[config.mk]
export PLATFORM = sky130hd
export DESIGN_NAME = llist_fetch
export DESIGN_NICKNAME = d
export VERILOG_FILES = /design/src/rtl/llist_pkg.sv /design/src/rtl/llist_ctrl_regs.sv /design/src/rtl/llist_node_buf.sv /design/src/rtl/llist_seq.sv /design/src/rtl/llist_fetch.sv
export SDC_FILE = /design/constraint.sdc
export NUM_CORES = 1
export LEC_CHECK = 0
export ABC_AREA = 0
export BUFFER_PORTS_ARGS = -buffer_cell sky130_fd_sc_hd__buf_2
export CORE_MARGIN = 2
export CORE_UTILIZATION = 60
export CTS_CLUSTER_SIZE = 12
export DETAILED_ROUTE_END_ITERATION = 10
export GPL_TIMING_DRIVEN = 0
export HOLD_SLACK_MARGIN = 0.08
export PLACE_DENSITY = 0.88
export SYNTH_ARGS = -nofsm -noshare
export SYNTH_HDL_FRONTEND = slang
export SYNTH_SLANG_ARGS = --single-unit
[constraint.sdc]
create_clock -name clk_i -period 4 [get_ports clk_i]
set_input_delay 0.8 -clock clk_i [delete_from_list [all_inputs] [get_ports clk_i]]
set_output_delay 0.8 -clock clk_i [all_outputs]
set_load 0.01 [all_outputs]
[src/rtl/llist_pkg.sv]
package llist_pkg;
  localparam int NODE_WORDS = 8;
  localparam int IDX_W      = $clog2(NODE_WORDS);

  localparam int W_GEN   = 0;
  localparam int W_PORT  = 1;
  localparam int W_SRC   = 2;
  localparam int W_DST   = 3;
  localparam int W_LEN   = 4;
  localparam int W_LINK  = 5;
  localparam int W_CDONE = 6;
  localparam int W_CTRL  = 7;

  typedef enum logic [2:0] {
    S_IDLE,
    S_REQ,
    S_WAIT,
    S_DISP,
    S_RUN
  } seq_state_e;
endpackage

[src/rtl/llist_ctrl_regs.sv]
module llist_ctrl_regs #(
  parameter int          AW       = 32,
  parameter int          DW       = 32,
  parameter int          WIN_AW   = 6,
  parameter int          ALIGN    = 2,
  parameter logic [5:0]  OFS_LIST = 6'h14,
  parameter logic [5:0]  OFS_CTRL = 6'h1C,
  parameter int          BIT_EN   = 0,
  parameter int          BIT_LEN  = 4,
  parameter int          BIT_CAN  = 20
) (
  input  logic              clk_i,
  input  logic              rst_ni,
  input  logic              we_i,
  input  logic [WIN_AW-1:0] addr_i,
  input  logic [DW-1:0]     wdata_i,
  output logic [AW-1:0]     list_addr_o,
  output logic              start_o,
  output logic              cancel_o
);
  logic [AW-1:ALIGN] list_q;
  logic hit_list, hit_ctrl;

  assign hit_list = we_i && (addr_i == WIN_AW'(OFS_LIST));
  assign hit_ctrl = we_i && (addr_i == WIN_AW'(OFS_CTRL));

  always_ff @(posedge clk_i or negedge rst_ni) begin
    if (!rst_ni)       list_q <= '0;
    else if (hit_list) list_q <= wdata_i[AW-1:ALIGN];
  end

  assign list_addr_o = {list_q, {ALIGN{1'b0}}};
  assign cancel_o    = hit_ctrl && wdata_i[BIT_CAN];
  // cancel outranks list enable in the same write
  assign start_o     = hit_ctrl && wdata_i[BIT_LEN] && wdata_i[BIT_EN] && !wdata_i[BIT_CAN];

  logic unused_wbits;
  assign unused_wbits = ^{wdata_i[ALIGN-1:0]};
endmodule

[src/rtl/llist_node_buf.sv]
module llist_node_buf
  import llist_pkg::*;
#(
  parameter int DW = 32
) (
  input  logic                             clk_i,
  input  logic                             rst_ni,
  input  logic                             cap_i,
  input  logic [IDX_W-1:0]                 idx_i,
  input  logic [DW-1:0]                    data_i,
  output logic [NODE_WORDS-1:0][DW-1:0]    words_o
);
  for (genvar g = 0; g < NODE_WORDS; g++) begin : g_word
    always_ff @(posedge clk_i or negedge rst_ni) begin
      if (!rst_ni)                                 words_o[g] <= '0;
      else if (cap_i && idx_i == IDX_W'(g))        words_o[g] <= data_i;
    end
  end
endmodule

[src/rtl/llist_seq.sv]
module llist_seq
  import llist_pkg::*;
#(
  parameter int AW    = 32,
  parameter int ALIGN = 2
) (
  input  logic             clk_i,
  input  logic             rst_ni,
  input  logic             start_i,
  input  logic             cancel_i,
  input  logic [AW-1:0]    list_addr_i,
  input  logic [AW-1:0]    link_i,
  input  logic             run_en_i,
  input  logic             rd_gnt_i,
  input  logic             rd_rvalid_i,
  input  logic             mv_done_i,
  output logic             rd_req_o,
  output logic [AW-1:0]    rd_addr_o,
  output logic             cap_o,
  output logic [IDX_W-1:0] idx_o,
  output logic             mv_start_o,
  output logic             mv_abort_o,
  output logic             list_loaded_o,
  output logic             cmd_done_o,
  output logic             busy_o
);
  localparam logic [IDX_W-1:0] LAST_IDX = IDX_W'(NODE_WORDS - 1);

  seq_state_e       st_q, st_d;
  logic [AW-1:0]    node_q, node_d;
  logic [IDX_W-1:0] idx_q, idx_d;
  logic             first_q, first_d;
  logic             stale_q, stale_d;
  logic [AW-1:0]    link_al;
  logic             link_end, issue;

  assign link_al  = {link_i[AW-1:ALIGN], {ALIGN{1'b0}}};
  assign link_end = (link_al == '0);

  assign rd_req_o      = (st_q == S_REQ) && !stale_q;
  assign rd_addr_o     = node_q + ({{(AW-IDX_W){1'b0}}, idx_q} << ALIGN);
  assign issue         = rd_req_o && rd_gnt_i;
  assign cap_o         = (st_q == S_WAIT) && rd_rvalid_i && !cancel_i;
  assign idx_o         = idx_q;
  assign busy_o        = (st_q != S_IDLE);
  assign list_loaded_o = (st_q == S_DISP) && first_q && !cancel_i;
  assign mv_start_o    = (st_q == S_DISP) && run_en_i && !cancel_i;
  assign cmd_done_o    = (st_q == S_RUN) && mv_done_i && !cancel_i;
  assign mv_abort_o    = (st_q == S_RUN) && cancel_i;

  always_comb begin
    st_d    = st_q;
    node_d  = node_q;
    idx_d   = idx_q;
    first_d = first_q;
    // a read still in flight at cancel leaves one response to swallow
    stale_d = stale_q && !rd_rvalid_i;
    if (cancel_i)
      stale_d = stale_d || ((st_q == S_WAIT) && !rd_rvalid_i) || issue;

    unique case (st_q)
      S_IDLE: if (start_i) begin
        st_d    = S_REQ;
        node_d  = list_addr_i;
        idx_d   = '0;
        first_d = 1'b1;
      end
      S_REQ: if (issue) st_d = S_WAIT;
      S_WAIT: if (rd_rvalid_i) begin
        if (idx_q == LAST_IDX) st_d = S_DISP;
        else begin
          idx_d = idx_q + 1'b1;
          st_d  = S_REQ;
        end
      end
      S_DISP: begin
        first_d = 1'b0;
        if (run_en_i)      st_d = S_RUN;
        else if (link_end) st_d = S_IDLE;
        else begin
          st_d   = S_REQ;
          node_d = link_al;
          idx_d  = '0;
        end
      end
      S_RUN: if (mv_done_i) begin
        if (link_end) st_d = S_IDLE;
        else begin
          st_d   = S_REQ;
          node_d = link_al;
          idx_d  = '0;
        end
      end
      default: st_d = S_IDLE;
    endcase

    if (cancel_i) st_d = S_IDLE;
  end

  always_ff @(posedge clk_i or negedge rst_ni) begin
    if (!rst_ni) begin
      st_q    <= S_IDLE;
      node_q  <= '0;
      idx_q   <= '0;
      first_q <= 1'b0;
      stale_q <= 1'b0;
    end else begin
      st_q    <= st_d;
      node_q  <= node_d;
      idx_q   <= idx_d;
      first_q <= first_d;
      stale_q <= stale_d;
    end
  end

  logic unused_link;
  assign unused_link = ^{link_i[ALIGN-1:0]};

  assert_addr_aligned_R3: assert property (@(posedge clk_i) disable iff (!rst_ni)
    rd_req_o |-> (rd_addr_o[ALIGN-1:0] == '0));

  assert_req_held_R3: assert property (@(posedge clk_i) disable iff (!rst_ni)
    (rd_req_o && !rd_gnt_i && !cancel_i) |=> (rd_req_o && $stable(rd_addr_o)));

  assert_cancel_to_idle_R9: assert property (@(posedge clk_i) disable iff (!rst_ni)
    cancel_i |=> !busy_o);

  assert_idle_needs_start_R2: assert property (@(posedge clk_i) disable iff (!rst_ni)
    (!busy_o && !start_i) |=> !busy_o);

  assert_stale_no_capture_R10: assert property (@(posedge clk_i) disable iff (!rst_ni)
    (cancel_i && rd_req_o && rd_gnt_i) |=> (!cap_o && !rd_req_o));

  assert_start_one_cycle_R6: assert property (@(posedge clk_i) disable iff (!rst_ni)
    mv_start_o |=> !mv_start_o);
endmodule

[src/rtl/llist_fetch.sv]
module llist_fetch
  import llist_pkg::*;
#(
  parameter int         AW       = 32,
  parameter int         DW       = 32,
  parameter int         LEN_W    = 24,
  parameter int         WIN_AW   = 6,
  parameter logic [5:0] OFS_LIST = 6'h14,
  parameter logic [5:0] OFS_CTRL = 6'h1C,
  parameter int         BIT_EN   = 0,
  parameter int         BIT_LEN  = 4,
  parameter int         BIT_CAN  = 20
) (
  input  logic              clk_i,
  input  logic              rst_ni,
  input  logic              reg_we_i,
  input  logic [WIN_AW-1:0] reg_addr_i,
  input  logic [DW-1:0]     reg_wdata_i,
  output logic              rd_req_o,
  output logic [AW-1:0]     rd_addr_o,
  input  logic              rd_gnt_i,
  input  logic              rd_rvalid_i,
  input  logic [DW-1:0]     rd_rdata_i,
  output logic              mv_start_o,
  output logic              mv_abort_o,
  input  logic              mv_done_i,
  output logic [DW-1:0]     cfg_gen_o,
  output logic [DW-1:0]     cfg_port_o,
  output logic [AW-1:0]     cfg_src_o,
  output logic [AW-1:0]     cfg_dst_o,
  output logic [LEN_W-1:0]  cfg_len_o,
  output logic              list_loaded_o,
  output logic              cmd_done_o,
  output logic              busy_o
);
  localparam int ALIGN = $clog2(DW / 8);

  logic [AW-1:0]                  list_addr;
  logic                           start, cancel, cap;
  logic [IDX_W-1:0]               idx;
  logic [NODE_WORDS-1:0][DW-1:0]  words;

  llist_ctrl_regs #(
    .AW(AW), .DW(DW), .WIN_AW(WIN_AW), .ALIGN(ALIGN),
    .OFS_LIST(OFS_LIST), .OFS_CTRL(OFS_CTRL),
    .BIT_EN(BIT_EN), .BIT_LEN(BIT_LEN), .BIT_CAN(BIT_CAN)
  ) u_regs (
    .clk_i       (clk_i),
    .rst_ni      (rst_ni),
    .we_i        (reg_we_i),
    .addr_i      (reg_addr_i),
    .wdata_i     (reg_wdata_i),
    .list_addr_o (list_addr),
    .start_o     (start),
    .cancel_o    (cancel)
  );

  llist_node_buf #(.DW(DW)) u_buf (
    .clk_i   (clk_i),
    .rst_ni  (rst_ni),
    .cap_i   (cap),
    .idx_i   (idx),
    .data_i  (rd_rdata_i),
    .words_o (words)
  );

  llist_seq #(.AW(AW), .ALIGN(ALIGN)) u_seq (
    .clk_i         (clk_i),
    .rst_ni        (rst_ni),
    .start_i       (start),
    .cancel_i      (cancel),
    .list_addr_i   (list_addr),
    .link_i        (words[W_LINK][AW-1:0]),
    .run_en_i      (words[W_CTRL][BIT_EN]),
    .rd_gnt_i      (rd_gnt_i),
    .rd_rvalid_i   (rd_rvalid_i),
    .mv_done_i     (mv_done_i),
    .rd_req_o      (rd_req_o),
    .rd_addr_o     (rd_addr_o),
    .cap_o         (cap),
    .idx_o         (idx),
    .mv_start_o    (mv_start_o),
    .mv_abort_o    (mv_abort_o),
    .list_loaded_o (list_loaded_o),
    .cmd_done_o    (cmd_done_o),
    .busy_o        (busy_o)
  );

  assign cfg_gen_o  = words[W_GEN];
  assign cfg_port_o = words[W_PORT];
  assign cfg_src_o  = words[W_SRC][AW-1:0];
  assign cfg_dst_o  = words[W_DST][AW-1:0];
  assign cfg_len_o  = words[W_LEN][LEN_W-1:0];

  logic unused_words;
  assign unused_words = ^{words[W_CDONE], words[W_LEN][DW-1:LEN_W], words[W_CTRL]};

  assert_loaded_with_busy_R5: assert property (@(posedge clk_i) disable iff (!rst_ni)
    list_loaded_o |-> (busy_o && !rd_req_o && !cmd_done_o));

  assert_done_ignored_idle_R12: assert property (@(posedge clk_i) disable iff (!rst_ni)
    (!busy_o) |-> !cmd_done_o);
endmodule

==> impl_metrics.yaml <==
cts:
  cts_tree: "built"
  clockRootBuffer: "clkbuf_16"
  clock_path_buffers: 3
  cts_buffers: 26
  cts_hold_buffers: 0
  numClockSinks: 251
  cts_post_setup_buffers_inserted: 0
  clk_latency_ns: 0.54
  htree_num_levels: 1
  path_clk_slew_ns: 0.06
routing:
  ant_nets: 0
  drtIter0Drc: 792
  wirelength_mm: 36.8
  drt-vias-per-instance: 6.07
  wire_per_inst_microns: 21.1
  vias: 10600
  drc: 0
  dr.pass1.iters: 5
finish:
  final_cell_mix: "269 x buf_2, 251 x dfrtp_1, 201 x mux2_2"
  num-fill-cells: 1491
  finish.utilization_pct: 72.7
  areaGrowthSynthToFinish_pct: 18.6
  instances_no_fill: 1746
  drive_gt1_share_pct: 47.2
  final_net_count: 1535
  final_common_cell: "buf_2"
die:
  fp.dieArea_sq_mm: 0.0236
  fp.coreArea_sq_mm: 0.0219
  start_util_pct: 61.4
  die_y_microns: 154
  die_w_microns: 154
  num_io_pins: 266
  rows: 54
critical_path:
  path_cells: "ha_1, fa_1, a21oi_1, nor4_2, nand4_1, xnor2_1, buf_2"
  crit_arrival_ns: 2.76
  criticalPathCategory: "register to output port"
  r2r-end: "u_seq.node_q[29]$_DFFE_PN0P_"
  cp.buffers_inverters: 1
  cp_slowest_cell: "dfrtp_1"
  cp-end-kind: "output port"
  path_max_fanout: 6
  crit_family: "simple AND/OR/NAND/NOR gates"
  reg2reg_slack_ns: 1.47
  r2r-start: "u_buf.words_o[180]$_DFFE_PN0P_"
  cp.required_ns: 3.20
  startpoint_type: "register"
  rr_worst_depth: 5
  cpPeakStageDelay_ns: 0.56
sta:
  worst_pin_slew_ns: 0.946
  hold_violations: 0
  slew_violations: 0
  slew_headroom_pct: 36.9
  finalCriticalPeriod_ns: 3.56
  worst_hold_slack_ns: 0.368
  rsz0062_at_grt: "false"
  fin_skew_ns: 0.0143
  max_freq_ghz: 0.281
  finalSetupViolCount: 0
  finalCritPeriodShare_pct: 89.0
power_and_ir_drop:
  pwr-share-clk_pct: 20.1
  p_int_uw: 7080
  powerDensity_mw_per_mm2: 705
  pwr-share-comb_pct: 44.0
  seq_power_share_pct: 35.9
  ir_worst_vdd_mv: 0.507
  power_switching_uw: 4140
  swShare_pct: 36.9
  leakagePower_uw: 0.00811
min_path:
  min_path_type: "input port to asynchronous set/reset pin"
yosys:
  ys_ff_latch: 251
  yosysSeqAreaShare_pct: 46.8
  yosysUniqueCellTypes: 51
  synthArstFlopShare_pct: 100
  synth_cells: 1157
  syn_area_sq_mm: 0.0134
  ys_warn_count: 0
  synth_top_flop_cell: "dfrtp_1"
  avgSynthCellArea_sq_um: 11.6
  synth_edf_count: 0
outcome:
  outcome: "finished, final reports clean"
grt:
  grt_max_degree: 128
  grt_pass1_wl_mm: 57.8
  overflow: 0
  grt_pass1_vias: 11000
  grt.total_usage_pct: 30.3
  antenna_found_initial: 9
place:
  gp_congestion: 0.947
  placed_cells: 1701
  portBuffers: 262
  dp_hpwl_mm: 26.4
job:
  drv_cap: 0
==> worst reg2reg max path, stage by stage, from the launching register on <==
cell	delay (ns)
dfrtp_1	0.43
nor4_1	0.56
nand4_1	0.51
clkbuf_1	0.37
o32ai_1	0.44
nor3_1	0.08
==> worst max-delay path by stage <==
| stage | start | end | depth (start not counted) |
|---|---|---|---|
| after global placement | rst_ni | u_buf.words_o[51]$_DFFE_PN0P_ | 1 |
| after global routing | u_seq.idx_o[0]$_DFFE_PN0P_ | rd_addr_o[16] | 7 |
| after CTS | u_seq.idx_o[0]$_DFFE_PN0P_ | rd_addr_o[16] | 7 |
| final | u_seq.idx_o[0]$_DFFE_PN0P_ | rd_addr_o[20] | 7 |
| after detailed placement | reg_addr_i[1] | mv_abort_o | 6 |
| after floorplan | reg_addr_i[1] | list_loaded_o | 4 |
==> timing repair <==
| item | in CTS | in global routing |
|---|---|---|
| hold endpoints to repair | 0 | 0 |
| setup endpoints to repair | 0 | 1 |
| gates resized for setup | 0 | 1 |
==> power groups by stage <==
stage               registers [uW]  clock network, uW  logic [uW]
finish                        4030               2250        4940
global route                  4100               2370        5320
CTS                           4000               2260        4890
detailed placement            4020                  0        4840
global placement              3950                  0        4700
floorplan                     3790                  0        3410
==> per-layer routing <==
| metal | wire length [microns] | track usage, % | vias up |
|---|---|---|---|
| li1 | - | - | 4731 |
| met3 | 3190 | 6.62 | 87 |
| met1 | 14200 | 38.1 | 5237 |
| met2 | 18300 | 51.8 | 537 |
| met5 | 27 | 0 | - |
| met4 | 1090 | 11.1 | 4 |
==> synth_stat cells (all sizes together) (9+ instances only) <==
library cell | n | share of area [%]
nor2 | 47 | 1.3
buf | 180 | 9.9
mux2 | 213 | 18
xnor2 | 27 | 1.8
clkbuf | 59 | 1.6
nor3 | 40 | 1.5
inv | 38 | 1.1
a2111oi | 30 | 2.0
dfrtp | 251 | 47
a32o | 60 | 4.5
nor4 | 17 | 0.84
o41ai | 29 | 1.9
nand4 | 14 | 0.65
or3 | 31 | 1.4
nand3 | 16 | 0.75
nand2 | 13 | 0.36
ha | 9 | 0.84
o32ai | 29 | 1.9
==> per-stage QoR <==
| step | total power [uW] | TNS [ns] | instance area [sq um] | setup WS [ns] |
|---|---|---|---|---|
| 2_1_floorplan | 7200 | 0 | 13400 | 1.14 |
| 3_3_place_gp | 8650 | -543.02 | 15100 | -2.20 |
| 3_5_place_dp | 8850 | 0 | 15100 | 0.700 |
| 4_1_cts | 11200 | 0 | 15900 | 0.151 |
| 5_1_grt | 11800 | 0 | 15900 | 0.300 |
| 6_report | 11200 | 0 | 15900 | 0.439 |
==> logic make-up after synthesis <==
group	after synthesis	synth area share (%)
buffers and inverters	277	12.6
DFF	251	46.8
muxes	214	17.9
and+or+nand+nor	205	8.46
AOI/OAI and AO/OA	171	11.4
xor gates and xnor gates	28	1.83
adders and majority gates	10	0.987
other	1	0.0279
==> registers in the layout, summed over array words and instances, names as in the netlist <==
signal,cells
u_seq.st_q,3
u_seq.node_q,30
u_seq.stale_q,1
u_seq.idx_o,3
u_buf.words_o,183
u_seq.first_q,1
u_regs.list_q,30
==> cell type report <==
cell class / instances / area, sq um / area share [%]
Timing Repair Buffer: 263 / 1350 / 8.47
Antenna cell: 7 / 17.5 / 0.110
Clock buffer: 36 / 749 / 4.71
Multi-Input combinational cell: 630 / 5460 / 34.3
Inverter: 38 / 143 / 0.896
Tap cell: 280 / 350 / 2.20
Clock inverter: 2 / 16.3 / 0.102
Buffer: 239 / 1560 / 9.77
Sequential cell: 251 / 6280 / 39.4
Power figures use the tool's default switching activity.
